**src/rtl/pds_pkg.sv**
```systemverilog
package pds_pkg;

  typedef enum logic [3:0] {
    S_IDLE, S_DROPRET, S_HALT, S_UNHALT, S_RSTON, S_WAITRST, S_RAILOFF,
    S_SETTLE, S_RSTOFF, S_PULSEON, S_PULSEWAIT, S_PULSEGAP
  } seqState_t;

  // strobes from the sequencer to the output registers
  typedef struct packed {
    logic timerMark;
    logic haltSet;
    logic haltClr;
    logic haltAllSet;
    logic haltAllClr;
    logic rstSet;
    logic rstClr;
    logic coreRstSet;
    logic coreRstClr;
    logic clampSet;
    logic clampClr;
    logic railSet;
    logic railClr;
    logic retainSet;
    logic retainClr;
    logic doneOk;
    logic doneFail;
  } seqStrobe_t;

  localparam logic STATUS_OK      = 1'b0;
  localparam logic STATUS_TIMEOUT = 1'b1;

endpackage

```
**src/rtl/pds_ctrl.sv**
```systemverilog
module pds_ctrl
  import pds_pkg::*;
#(
  parameter int NUM_PORTS = 2,
  parameter int NUM_RSTS  = 3,
  parameter int CNT_W     = 16,
  localparam int PORT_IW  = (NUM_PORTS > 1) ? $clog2(NUM_PORTS) : 1,
  localparam int RST_IW   = (NUM_RSTS > 1) ? $clog2(NUM_RSTS) : 1
) (
  input  logic                 clk,
  input  logic                 rstN,
  input  logic                 reqValid,
  input  logic                 reqUp,
  output logic                 reqReady,
  output logic                 busy,
  input  logic [NUM_PORTS-1:0] haltAck,
  input  logic [CNT_W-1:0]     cfgRstDelay,
  input  logic [CNT_W-1:0]     cfgSettleDelay,
  input  logic [CNT_W-1:0]     cfgHaltTimeout,
  input  logic                 cfgCorePulse,
  input  logic [CNT_W-1:0]     elapsed,
  input  logic                 railOn,
  input  logic                 clampOn,
  output seqStrobe_t           stb,
  output logic [PORT_IW-1:0]   portIdx,
  output logic [RST_IW-1:0]    rstIdx
);

  localparam logic [PORT_IW-1:0] LAST_PORT = PORT_IW'(NUM_PORTS - 1);
  localparam logic [RST_IW-1:0]  LAST_RST  = RST_IW'(NUM_RSTS - 1);

  seqState_t state, nState;
  logic [PORT_IW-1:0] pIdx, nPIdx;
  logic [RST_IW-1:0]  rIdx, nRIdx;
  logic dirUp, nDirUp;
  logic [CNT_W-1:0] limit;
  logic [CNT_W:0]   elapsedP1;
  logic timeUp;

  always_comb begin
    case (state)
      S_HALT, S_UNHALT: limit = cfgHaltTimeout;
      S_SETTLE:         limit = cfgSettleDelay;
      default:          limit = cfgRstDelay;
    endcase
  end

  assign elapsedP1 = {1'b0, elapsed} + (CNT_W + 1)'(1);
  assign timeUp    = elapsedP1 >= {1'b0, limit};

  always_comb begin
    stb    = '0;
    nState = state;
    nPIdx  = pIdx;
    nRIdx  = rIdx;
    nDirUp = dirUp;
    case (state)
      S_IDLE: if (reqValid) begin
        if (reqUp) begin
          if (railOn && !clampOn) stb.doneOk = 1'b1;
          else begin
            nState = S_UNHALT; nDirUp = 1'b1; nPIdx = '0;
            stb.haltClr = 1'b1; stb.timerMark = 1'b1;
          end
        end else begin
          if (!railOn) stb.doneOk = 1'b1;
          else begin
            nState = S_DROPRET; nDirUp = 1'b0; nPIdx = '0;
            stb.retainClr = 1'b1;
          end
        end
      end
      S_DROPRET: begin
        stb.haltSet = 1'b1; stb.timerMark = 1'b1; nState = S_HALT;
      end
      S_HALT, S_UNHALT: begin
        if (haltAck[pIdx] == (state == S_HALT)) begin
          if (pIdx == LAST_PORT) begin
            nState = S_RSTON; nRIdx = LAST_RST;
          end else begin
            nPIdx = pIdx + PORT_IW'(1);
            stb.timerMark = 1'b1;
            if (state == S_HALT) stb.haltSet = 1'b1;
            else                 stb.haltClr = 1'b1;
          end
        end else if (timeUp) begin
          stb.doneFail = 1'b1;
          nState = S_IDLE;
          if (state == S_HALT) begin
            stb.haltAllClr = 1'b1; stb.retainSet = 1'b1;
          end else begin
            stb.haltAllSet = 1'b1;
          end
        end
      end
      S_RSTON: begin
        stb.rstSet = 1'b1;
        if (rIdx == '0) begin
          nState = S_WAITRST; stb.timerMark = 1'b1;
        end else nRIdx = rIdx - RST_IW'(1);
      end
      S_WAITRST: if (timeUp) begin
        if (dirUp) begin
          stb.railSet = 1'b1; stb.timerMark = 1'b1; nState = S_SETTLE;
        end else begin
          stb.clampSet = 1'b1; nState = S_RAILOFF;
        end
      end
      S_RAILOFF: begin
        stb.railClr = 1'b1; stb.doneOk = 1'b1; nState = S_IDLE;
      end
      S_SETTLE: if (timeUp) begin
        stb.clampClr = 1'b1; nState = S_RSTOFF; nRIdx = '0;
      end
      S_RSTOFF: begin
        stb.rstClr = 1'b1;
        if (rIdx == LAST_RST) begin
          if (cfgCorePulse) nState = S_PULSEON;
          else begin
            stb.retainSet = 1'b1; stb.doneOk = 1'b1; nState = S_IDLE;
          end
        end else nRIdx = rIdx + RST_IW'(1);
      end
      S_PULSEON: begin
        stb.coreRstSet = 1'b1; stb.timerMark = 1'b1; nState = S_PULSEWAIT;
      end
      S_PULSEWAIT: if (timeUp) begin
        stb.coreRstClr = 1'b1; stb.timerMark = 1'b1; nState = S_PULSEGAP;
      end
      S_PULSEGAP: if (timeUp) begin
        stb.retainSet = 1'b1; stb.doneOk = 1'b1; nState = S_IDLE;
      end
      default: nState = S_IDLE;
    endcase
  end

  always_ff @(posedge clk or negedge rstN) begin
    if (!rstN) begin
      state <= S_IDLE;
      pIdx  <= '0;
      rIdx  <= '0;
      dirUp <= 1'b0;
    end else begin
      state <= nState;
      pIdx  <= nPIdx;
      rIdx  <= nRIdx;
      dirUp <= nDirUp;
    end
  end

  assign portIdx  = nPIdx;
  assign rstIdx   = rIdx;
  assign reqReady = (state == S_IDLE);
  assign busy     = (state != S_IDLE);

endmodule

```
**src/rtl/pds_dpath.sv**
```systemverilog
module pds_dpath
  import pds_pkg::*;
#(
  parameter int NUM_PORTS = 2,
  parameter int NUM_RSTS  = 3,
  parameter int CNT_W     = 16,
  localparam int PORT_IW  = (NUM_PORTS > 1) ? $clog2(NUM_PORTS) : 1,
  localparam int RST_IW   = (NUM_RSTS > 1) ? $clog2(NUM_RSTS) : 1
) (
  input  logic                 clk,
  input  logic                 rstN,
  input  seqStrobe_t           stb,
  input  logic [PORT_IW-1:0]   portIdx,
  input  logic [RST_IW-1:0]    rstIdx,
  output logic [CNT_W-1:0]     elapsed,
  output logic [NUM_PORTS-1:0] haltReq,
  output logic [NUM_RSTS-1:0]  domainRst,
  output logic                 clampOut,
  output logic                 railEn,
  output logic                 retainMem,
  output logic                 doneValid,
  output logic                 doneStatus
);

  logic [CNT_W-1:0] freeCnt, markCnt;

  always_ff @(posedge clk or negedge rstN) begin
    if (!rstN) begin
      freeCnt <= '0;
      markCnt <= '0;
    end else begin
      freeCnt <= freeCnt + CNT_W'(1);
      if (stb.timerMark) markCnt <= freeCnt + CNT_W'(1);
    end
  end

  assign elapsed = freeCnt - markCnt;

  for (genvar i = 0; i < NUM_PORTS; i++) begin : g_port
    always_ff @(posedge clk or negedge rstN) begin
      if (!rstN)                                      haltReq[i] <= 1'b1;
      else if (stb.haltAllSet)                        haltReq[i] <= 1'b1;
      else if (stb.haltAllClr)                        haltReq[i] <= 1'b0;
      else if (stb.haltSet && portIdx == PORT_IW'(i)) haltReq[i] <= 1'b1;
      else if (stb.haltClr && portIdx == PORT_IW'(i)) haltReq[i] <= 1'b0;
    end
  end

  for (genvar i = 0; i < NUM_RSTS; i++) begin : g_rst
    always_ff @(posedge clk or negedge rstN) begin
      if (!rstN)                                    domainRst[i] <= 1'b1;
      else if (i == 0 && stb.coreRstSet)            domainRst[i] <= 1'b1;
      else if (i == 0 && stb.coreRstClr)            domainRst[i] <= 1'b0;
      else if (stb.rstSet && rstIdx == RST_IW'(i))  domainRst[i] <= 1'b1;
      else if (stb.rstClr && rstIdx == RST_IW'(i))  domainRst[i] <= 1'b0;
    end
  end

  always_ff @(posedge clk or negedge rstN) begin
    if (!rstN) begin
      clampOut   <= 1'b1;
      railEn     <= 1'b0;
      retainMem  <= 1'b1;
      doneValid  <= 1'b0;
      doneStatus <= STATUS_OK;
    end else begin
      if (stb.clampSet)       clampOut  <= 1'b1;
      else if (stb.clampClr)  clampOut  <= 1'b0;
      if (stb.railSet)        railEn    <= 1'b1;
      else if (stb.railClr)   railEn    <= 1'b0;
      if (stb.retainSet)      retainMem <= 1'b1;
      else if (stb.retainClr) retainMem <= 1'b0;
      doneValid <= stb.doneOk | stb.doneFail;
      if (stb.doneOk | stb.doneFail)
        doneStatus <= stb.doneFail ? STATUS_TIMEOUT : STATUS_OK;
    end
  end

endmodule

```
**src/rtl/pwr_domain_seq.sv**
```systemverilog
module pwr_domain_seq
  import pds_pkg::*;
#(
  parameter int NUM_PORTS = 2,
  parameter int NUM_RSTS  = 3,
  parameter int CNT_W     = 16,
  localparam int PORT_IW  = (NUM_PORTS > 1) ? $clog2(NUM_PORTS) : 1,
  localparam int RST_IW   = (NUM_RSTS > 1) ? $clog2(NUM_RSTS) : 1
) (
  input  logic                 clk,
  input  logic                 rstN,
  input  logic                 reqValid,
  input  logic                 reqUp,
  output logic                 reqReady,
  output logic                 doneValid,
  output logic                 doneStatus,
  input  logic [CNT_W-1:0]     cfgRstDelay,
  input  logic [CNT_W-1:0]     cfgSettleDelay,
  input  logic [CNT_W-1:0]     cfgHaltTimeout,
  input  logic                 cfgCorePulse,
  output logic [NUM_PORTS-1:0] haltReq,
  input  logic [NUM_PORTS-1:0] haltAck,
  output logic [NUM_RSTS-1:0]  domainRst,
  output logic                 clampOut,
  output logic                 railEn,
  output logic                 retainMem,
  output logic [2:0]           domainState
);

  seqStrobe_t          stb;
  logic [PORT_IW-1:0]  portIdx;
  logic [RST_IW-1:0]   rstIdx;
  logic [CNT_W-1:0]    elapsed;
  logic                busy;

  pds_ctrl #(.NUM_PORTS(NUM_PORTS), .NUM_RSTS(NUM_RSTS), .CNT_W(CNT_W)) u_ctrl (
    .clk, .rstN, .reqValid, .reqUp, .reqReady, .busy, .haltAck,
    .cfgRstDelay, .cfgSettleDelay, .cfgHaltTimeout, .cfgCorePulse,
    .elapsed, .railOn(railEn), .clampOn(clampOut),
    .stb, .portIdx, .rstIdx
  );

  pds_dpath #(.NUM_PORTS(NUM_PORTS), .NUM_RSTS(NUM_RSTS), .CNT_W(CNT_W)) u_dpath (
    .clk, .rstN, .stb, .portIdx, .rstIdx, .elapsed,
    .haltReq, .domainRst, .clampOut, .railEn, .retainMem,
    .doneValid, .doneStatus
  );

  assign domainState = {busy, clampOut, railEn};

endmodule

```
**config.mk**
```make
export PLATFORM = sky130hd
export DESIGN_NAME = pwr_domain_seq
export DESIGN_NICKNAME = d
export VERILOG_FILES = /design/src/rtl/pds_pkg.sv /design/src/rtl/pds_ctrl.sv /design/src/rtl/pds_dpath.sv /design/src/rtl/pwr_domain_seq.sv
export SDC_FILE = /design/constraint.sdc
export NUM_CORES = 1
export LEC_CHECK = 0
export BUFFER_PORTS_ARGS = -buffer_cell sky130_fd_sc_hd__buf_2
export CAP_MARGIN = 0
export CORE_MARGIN = 3
export CORE_UTILIZATION = 45
export DETAILED_ROUTE_END_ITERATION = 6
export GPL_TIMING_DRIVEN = 0
export PLACE_DENSITY = 0.76
export SYNTH_ARGS = -nofsm -noshare
export SYNTH_HDL_FRONTEND = slang
export SYNTH_SLANG_ARGS = --single-unit
```
**constraint.sdc**
```tcl
create_clock -name clk -period 6.1 [get_ports clk]
set_input_delay 0.61 -clock clk [delete_from_list [all_inputs] [get_ports clk]]
set_output_delay 0.61 -clock clk [all_outputs]
set_load 0.01 [all_outputs]
```
==> results.cfg, run 1 <==
[timing]
fin_crit_ns = 5.58
fin_skew_ns = 0.0157
timing.fmax_ghz = 0.179
hold_viol_final = 0
setup_tns_ns = 0
tightestPinTransition_ns = 1.16
drv_slew = 0
finalCritPeriodShare_pct = 91.4
grt_setup_unrepaired = false
relSlewSlack_pct = 22.5
setup_viol = 0

[finish]
finalNonFillerCells = 721
diodes = 0
postLayoutCoreUtil_pct = 53.2
final_common_cell = buf_2
drive_above_1_share_pct = 19.9
final_nets = 683
mostFrequentLayoutCells = buf_2, a21oi_1, nand2_1
synthToLayoutAreaGrowth_pct = 13.3

[setup_path]
startpoint_type = register
crit_fanout = 10
arrival_ns = 5.76
path_class = register to register
crit_chain = inv_1, ha_1, inv_1, fa_1, a21o_1, a221oi_2, o21bai_2, xnor2_1, nor4b_4, and2_2, nand2_1, xnor2_1, ha_1, a21oi_1, o21ai_0, a211oi_1, o21ai_0, inv_1, o21ai_4, a21oi_4, buf_4, mux2_1
cp_common_cell = inv_1
slowest_stage = dfrtp_1
critPathRequiredTime_ns = 6.29
crit_path_end_kind = register
crit_path_max_incr_delay_ns = 0.47

[power]
pwr-share-clk_pct = 9.1
p_int_mw = 1.11
power_leakage_nw = 2.28
power_mw = 2.21
power_density_nw_per_um2 = 441
pwr-share-comb_pct = 70.6
seq_power_share_pct = 20.4
ir_worst_vdd_mv = 0.155
p_sw_mw = 1.10
netSwitchingFraction_pct = 49.6

[route]
via_count = 4048
drt_iter0_markers = 194
firstDrtPassIters = 5
route.detailed.vias_per_inst = 5.61
ant_nets = 0
drc = 0
wl_per_cell_um = 15.2
wl_um = 10900

[die]
io_pins = 69
dieArea_um2 = 11100
rows = 35
core_um2 = 9420
start_util_pct = 47.0
die_y_um = 105
fp.dieW_um = 105

[clock_tree]
postCtsSetupBuffers = 0
clk_pin_slew_ns = 0.10
cts_resized = 0
cts_root_buf = clkbuf_8
postCtsHoldBufs = 0
cts_made_buffers = 5
worstSkewPairLatency_ns = 0.31
cts_htree_levels = 2
clock_path_buffers = 2
cts_tree = done
cts_sinks = 50

[logic_synthesis]
yosysSeqAreaShare_pct = 28.5
synthFlopType = dfrtp_1
syn-mean-instance-area_um2 = 8.57
syn_area_um2 = 4420
yosys.area.top_type = dfrtp_1
yosys_warnings = 0
synth_edf_count = 0
synth.top_cell.area_share_pct = 24.3
postSynthCellCount = 516
yosys-top-cells-area = dfrtp_1, ha_1, xnor2_1
synthesis.nets = 608
async_flop_share_pct = 100
synth.distinct_cells = 73
ys_ff_latch = 50

[outcome]
status = finished, final reports clean

[global_route]
grt_pass1_wl_um = 18900
grt_pass1_vias = 4016
grt_max_degree = 51
grt_use_total_pct = 20.4
overflow = 0
antenna_found_initial = 0

[place]
dp_cells = 713
gp_congestion = 0.929
portBuffers = 68
hpwl_um = 8630

[min_path]
hold_class = register to register

[flow_run]
max_cap_violations = 0
power groups by stage:
stage | Clock, mW | Sequential (mW) | Combinational (mW)
after floorplan | 0 | 0.453 | 1.18
after global placement | 0 | 0.451 | 1.51
after detailed placement | 0 | 0.456 | 1.55
after CTS | 0.206 | 0.449 | 1.56
after global routing | 0.220 | 0.459 | 1.75
final | 0.200 | 0.450 | 1.56
metal layers:
| layer | global-route usage (%) | share of wire (%) | vias to the layer above |
|---|---|---|---|
| met1 | 28.3 | 48 | 1875 |
| met3 | 2.66 | 5.1 | 15 |
| met5 | 0 | 0 | - |
| li1 | - | - | 2036 |
| met4 | 5.06 | 1.5 | 0 |
| met2 | 33.5 | 46 | 122 |
cells in the mapped netlist (all sizes together) (3+ instances only):
library cell / n
nand2: 52
a22oi: 4
and3: 9
o21ai: 29
clkbuf: 12
o31ai: 5
a31oi: 8
o21a: 4
nor2b: 6
inv: 27
dfrtp: 43
nand4: 5
mux2i: 3
a21o: 7
nand3: 20
a21oi: 53
xor2: 10
nor2: 30
nor3: 10
mux2: 18
dfstp: 7
xnor2: 30
nand2b: 5
a22o: 15
ha: 36
o2111ai: 3
o211ai: 4
buf: 13
nor4: 4
a211oi: 4
and2: 5
worst max-delay path, delay by kind of cell, from the launching register on:
| kind | cells | cell delay [ns] |
|---|---|---|
| adder cells (fa/ha/maj) | 3 | 0.94 |
| buffers and inverters | 4 | 0.66 |
| AND/OR/NAND/NOR | 3 | 0.66 |
| multiplexers | 1 | 0.34 |
| AO/OA/AOI/OAI | 9 | 2.03 |
| XOR/XNOR | 2 | 0.36 |
| flip-flops | 1 | 0.47 |
cell type report:
type	count	area [um^2]
inverter	28	105
clock buffer	6	72.6
clock inverter	2	15.0
sequential	50	1260
timing repair buffer	68	340
buffer	25	124
multi-input combinational	413	2940
fill	877	4400
tap	129	161
kinds of logic (layout without fill, tap and decap cells):
kind of cell / after synthesis / count (layout) / synth area share (%)
compound gates: 160 / 160 / 24.8
simple gates: 155 / 155 / 17.7
buf+inv: 53 / 129 / 5.18
flops: 50 / 50 / 28.5
xor+xnor: 40 / 40 / 7.92
fa+ha+maj: 37 / 37 / 10.6
mux: 21 / 21 / 5.26
stage by stage:
| step | area, um^2 | worst slack, ns | hold slack, ns |
|---|---|---|---|
| after floorplan | 4420 | 1.47 | 0.314 |
| after global placement | 4930 | 0.693 | 0.474 |
| after detailed placement | 4930 | 0.530 | 0.481 |
| after CTS | 5010 | 0.514 | 0.496 |
| after global routing | 5010 | 0.0769 | 0.512 |
| final | 5010 | 0.524 | 0.490 |
registers in the layout (all words and copies together), names as in the netlist:
name and count:
u_dpath.freeCnt 16, u_dpath.markCnt 16, u_ctrl.state 4, u_dpath.domainRst 3, u_ctrl.rstIdx 2, u_dpath.haltReq 2
u_ctrl.dirUp 1, u_ctrl.pIdx 1, u_dpath.clampOut 1, u_dpath.doneStatus 1, u_dpath.doneValid 1, u_dpath.railEn 1
u_dpath.retainMem 1
path summary, 6_finish.rpt:
check / start / to / slack [ns] / cells past startpoint
hold / removal: u_dpath.domainRst[2] / u_dpath.domainRst[2] / 0.49 / 2
hold reg to reg: u_dpath.domainRst[2] / u_dpath.domainRst[2] / 0.49 / 2
max in group asynchronous: rstN / u_dpath.doneValid / 4.86 / 1
setup reg to reg: u_dpath.freeCnt[0] / u_dpath.markCnt[12] / 0.52 / 22
min in group asynchronous: rstN / u_dpath.freeCnt[0] / 0.51 / 1
setup / recovery: u_dpath.freeCnt[0] / u_dpath.markCnt[12] / 0.52 / 22
(Power assumes the default switching activity.)
==> run 2, diff against run 1 <==
- CORE_UTILIZATION: 45 -> 30
- PLACE_DENSITY: 0.76 -> 0.58
==> run 2 against run 1 <==
Net effect: non-clock buffer count stayed put; critical path depth stayed put; utilization is 17 points lower; die area is 47% higher.
==> results.cfg, run 2 (synthesis results as in run 1) <==
[power]
ir_worst_vdd_mv = 0.132
seq_power_share_pct = 19.3
netSwitchingFraction_pct = 48.5
power_leakage_nw = 2.32
pwr-share-comb_pct = 68.3
power_mw = 2.33
power_density_nw_per_um2 = 454
p_sw_mw = 1.13
p_int_mw = 1.20
pwr-share-clk_pct = 12.4

[setup_path]
path_buf_inv = 4
cp_common_cell = inv_1
crit_fanout = 10
arrival_ns = 5.74
worstSetupStartpoint = u_dpath.freeCnt[0]
critical-path-top-delay-family = compound AO/OA/AOI/OAI gates
startpoint_type = register
crit_path_max_incr_delay_ns = 0.43
r2r_start = u_dpath.freeCnt[0]
path_class = register to register
slowest_stage = dfrtp_1
crit_chain = inv_1, ha_1, inv_1, fa_1, a21o_1, a221oi_2, a21oi_1, xnor2_1, nor4b_4, and2_2, nand2_1, xnor2_1, ha_1, a21oi_1, o21ai_0, a211oi_1, o21ai_0, inv_1, o21ai_4, a21oi_4, buf_4, mux2_1
crit_path_end_kind = register
critPathRequiredTime_ns = 6.27

[global_route]
antenna_found_initial = 0
grt_use_total_pct = 14.1
grt_use_met2_pct = 22.9
gr-usage-met3_pct = 1.96
grt_max_degree = 51
grt-busiest-layer = met2
overflow = 0
grt_pass1_wl_um = 19300
grtUsageMet1_pct = 19.6
grt_pass1_vias = 3975

[clock_tree]
postCtsSetupBuffers = 0
postCtsHoldBufs = 0
cts_root_buf = clkbuf_16
worstSkewPairLatency_ns = 0.29
cts_htree_levels = 2
clk_pin_slew_ns = 0.07
cts_resized = 0
cts_tree = done
clock_path_buffers = 2
cts_made_buffers = 5
cts_sinks = 50

[route]
drt_iter0_markers = 380
via_count = 4131
wl_um = 11600
drc = 0
wl_per_cell_um = 15.0
ant_nets = 0
route.detailed.vias_per_inst = 5.35
firstDrtPassIters = 5

[timing]
finalCritPeriodShare_pct = 91.3
finalHoldWorstSlack_ns = 0.487
setup_tns_ns = 0
tightestPinTransition_ns = 1.12
fin_skew_ns = 0.00879
hold_viol_final = 0
relSlewSlack_pct = 25.4
fin_ws_ns = 0.534
timing.fmax_ghz = 0.180
drv_slew = 0
fin_crit_ns = 5.57
grt_setup_unrepaired = false
setup_viol = 0

[finish]
mostFrequentLayoutCells = buf_2, a21oi_1, nand2_1
diodes = 0
final_nets = 683
synthToLayoutAreaGrowth_pct = 16.3
register_area_um2 = 1260
multi_input_comb_area_um2 = 2940
fillCellCount = 1475
final_common_cell = buf_2
top_regs = u_dpath.freeCnt x16, u_dpath.markCnt x16, u_ctrl.state x4
finalNonFillerCells = 772
drive_above_1_share_pct = 20.1

[place]
hpwl_um = 9130
gp_congestion = 0.866
dp_cells = 764
portBuffers = 68
dp_slack_ns = 0.484

[die]
start_util_pct = 31.3
rows = 43
fp.dieW_um = 127
core_um2 = 14100
die_y_um = 127
io_pins = 69
dieArea_um2 = 16200

[flow_run]
max_cap_violations = 0

[min_path]
hold_class = register to register
min_from = u_dpath.markCnt[8]

[outcome]
status = finished, final reports clean
[run 2: changes by cell type in the layout (fill, tap and decap cells not counted), sizes merged]
cell      change
clkinvlp      -1
inv           +1
[run 2: path summary, 6_finish.rpt]
kind,to,slack [ns],cells after the start
max reg2reg,u_dpath.markCnt[14],0.53,22
max in group asynchronous,u_dpath.markCnt[8],4.88,1
max,u_dpath.markCnt[14],0.53,22
min in group asynchronous,u_dpath.railEn,0.51,1
min reg2reg,u_dpath.markCnt[8],0.49,1
min,u_dpath.markCnt[8],0.49,1
[run 2: power groups by stage]
stage / Clock, mW / Combinational, mW / Sequential, mW
after floorplan: 0 / 1.18 / 0.453
after global placement: 0 / 1.54 / 0.454
after detailed placement: 0 / 1.57 / 0.455
after CTS: 0.301 / 1.58 / 0.450
after global routing: 0.310 / 1.77 / 0.460
final: 0.289 / 1.59 / 0.451
[run 2: cell type report]
class                   instances  share of cell area [%]
plain buffers                  25                    2.41
clock buffers                   6                    2.70
clock inverters                 2                   0.316
inverters                      28                    2.04
multi-input cells             413                    57.1
flip-flops and latches         50                    24.5
well taps                     180                    4.38
repair buffers                 68                    6.61
[run 2: metrics by stage]
stage / utilization (%) / instance area, um^2
2_1_floorplan: - / 4420
3_3_place_gp: 35.3 / 4990
3_5_place_dp: 35.3 / 4990
4_1_cts: 36.4 / 5140
5_1_grt: 36.4 / 5140
6_report: 36.4 / 5140
[run 2: per-layer routing]
layer,vias up,wire [um]
met4,0,212
met2,137,5200
met1,1952,5500
li1,2028,-
met5,-,0
met3,14,640
==> run 3, diff against run 2 <==
- PLACE_DENSITY: 0.58 -> default
==> run 3 against run 2 <==
Net effect: clock power hardly changed; clock skew is 0.00061 ns lower; sequential share of layout area hardly changed.
==> results.cfg, run 3 (synthesis results as in run 1) <==
[outcome]
status = finished, final reports clean

[clock_tree]
worstSkewPairLatency_ns = 0.30
clk_pin_slew_ns = 0.07
postCtsSetupBuffers = 0
cts_sinks = 50
cts_root_buf = clkbuf_16
clock_path_buffers = 2
cts_made_buffers = 5
postCtsHoldBufs = 0
cts_tree = done
cts_htree_levels = 2

[global_route]
grt_pass1_wl_um = 19000
grt_use_total_pct = 13.9
grt_pass1_vias = 3985
antenna_found_initial = 0
overflow = 0
grt_max_degree = 51

[timing]
drv_slew = 0
setup_viol = 0
hold_viol_final = 0
fin_skew_ns = 0.00818
tightestPinTransition_ns = 1.14
timing.fmax_ghz = 0.184
grt_setup_unrepaired = false
finalHoldWorstSlack_ns = 0.490
finalCritPeriodShare_pct = 89.0
setup_tns_ns = 0
fin_ws_ns = 0.674
fin_crit_ns = 5.43
relSlewSlack_pct = 24.3

[power]
ir_worst_vdd_mv = 0.149
p_sw_mw = 1.12
netSwitchingFraction_pct = 48.5
power_density_nw_per_um2 = 449
p_int_mw = 1.19
pwr-share-clk_pct = 12.5
pwr-share-comb_pct = 67.9
power_mw = 2.31
seq_power_share_pct = 19.5
power_leakage_nw = 2.32

[finish]
mostFrequentLayoutCells = buf_2, a21oi_1, nand2_1
fillCellCount = 1436
final_common_cell = buf_2
final_nets = 683
drive_above_1_share_pct = 20.1
synthToLayoutAreaGrowth_pct = 16.3
diodes = 0
top_regs = u_dpath.freeCnt x16, u_dpath.markCnt x16, u_ctrl.state x4
postLayoutCoreUtil_pct = 36.4
finalNonFillerCells = 772
fin_area_um2 = 5140

[place]
portBuffers = 68
hpwl_um = 8840
dp_slack_ns = 0.460
dp_cells = 764
gp_congestion = 0.902
place_area_um2 = 4990

[die]
dieArea_um2 = 16200
rows = 43
start_util_pct = 31.3
fp.dieW_um = 127
die_y_um = 127
core_um2 = 14100
io_pins = 69

[setup_path]
slowest_stage = dfrtp_1
startpoint_type = register
path_class = register to register
crit_path_max_incr_delay_ns = 0.43
crit_chain = inv_1, ha_1, inv_1, fa_1, a21o_1, a221oi_2, o21bai_2, xnor2_1, nor4b_4, and2_2, nand2_1, xnor2_1, ha_1, a21oi_1, o21ai_0, a211oi_1, o21ai_1, inv_1, o21ai_4, a21oi_4, buf_4, mux2_1
cp_common_cell = inv_1
crit_fanout = 10
arrival_ns = 5.60
crit_path_end_kind = register
critPathRequiredTime_ns = 6.27

[route]
drt_iter0_markers = 378
ant_nets = 0
wl_met3_um = 606
topRoutingLayerUsed = met4
firstDrtPassIters = 5
route.detailed.vias_per_inst = 5.26
drt-met1-wl_um = 5320
wl_per_cell_um = 14.5
via_count = 4058
wl_um = 11200
wl_met2_um = 5100
drc = 0

[flow_run]
max_cap_violations = 0

[min_path]
hold_class = register to register
-- run 3: power groups by stage --
stage,combinational (mW),clock [mW],sequential [mW]
final,1.57,0.290,0.451
after global routing,1.76,0.314,0.459
after CTS,1.57,0.304,0.449
after detailed placement,1.56,0,0.456
after global placement,1.54,0,0.453
after floorplan,1.18,0,0.453
-- run 3: timing repair --
action	4_1_cts	5_1_grt
endpoints found under the setup margin	0	1
endpoints found under the hold margin	0	0
gates resized for setup	0	1
-- run 3: metal layers --
layer / up-vias / GRT usage, %
li1: 2025 / -
met1: 1904 / 19.4
met2: 114 / 22.4
met3: 15 / 2.01
met4: 0 / 3.79
met5: - / 0
-- run 3: area by class of cell --
cell class                 count  area (um^2)  share of cell area, %
multi-input combinational    413         2940                   57.1
tap                          180          225                   4.38
clock inverter                 3         28.8                  0.559
sequential                    50         1260                   24.5
inverter                      28          105                   2.04
buffer                        25          124                   2.41
timing repair buffer          68          340                   6.62
clock buffer                   5          125                   2.43
-- run 3: final timing paths --
path	from	to	slack, ns	cells after the start
hold reg to reg	u_dpath.markCnt[10]	u_dpath.markCnt[10]	0.49	1
setup reg to reg	u_dpath.freeCnt[0]	u_dpath.markCnt[9]	0.67	22
max in group asynchronous	rstN	u_dpath.freeCnt[10]	4.86	1
setup / recovery	u_dpath.freeCnt[0]	u_dpath.markCnt[9]	0.67	22
min in group asynchronous	rstN	u_ctrl.rstIdx[0]	0.52	1
hold / removal	u_dpath.markCnt[10]	u_dpath.markCnt[10]	0.49	1
-- run 3: critical path: cells and delay by family (launching register included) --
kind | cells | cell delay (ns)
AO/OA/AOI/OAI | 9 | 1.90
adder cells (fa/ha/maj) | 3 | 0.95
AND/OR/NAND/NOR | 3 | 0.67
buffers and inverters | 4 | 0.63
flip-flops | 1 | 0.43
XOR/XNOR | 2 | 0.36
multiplexers | 1 | 0.35
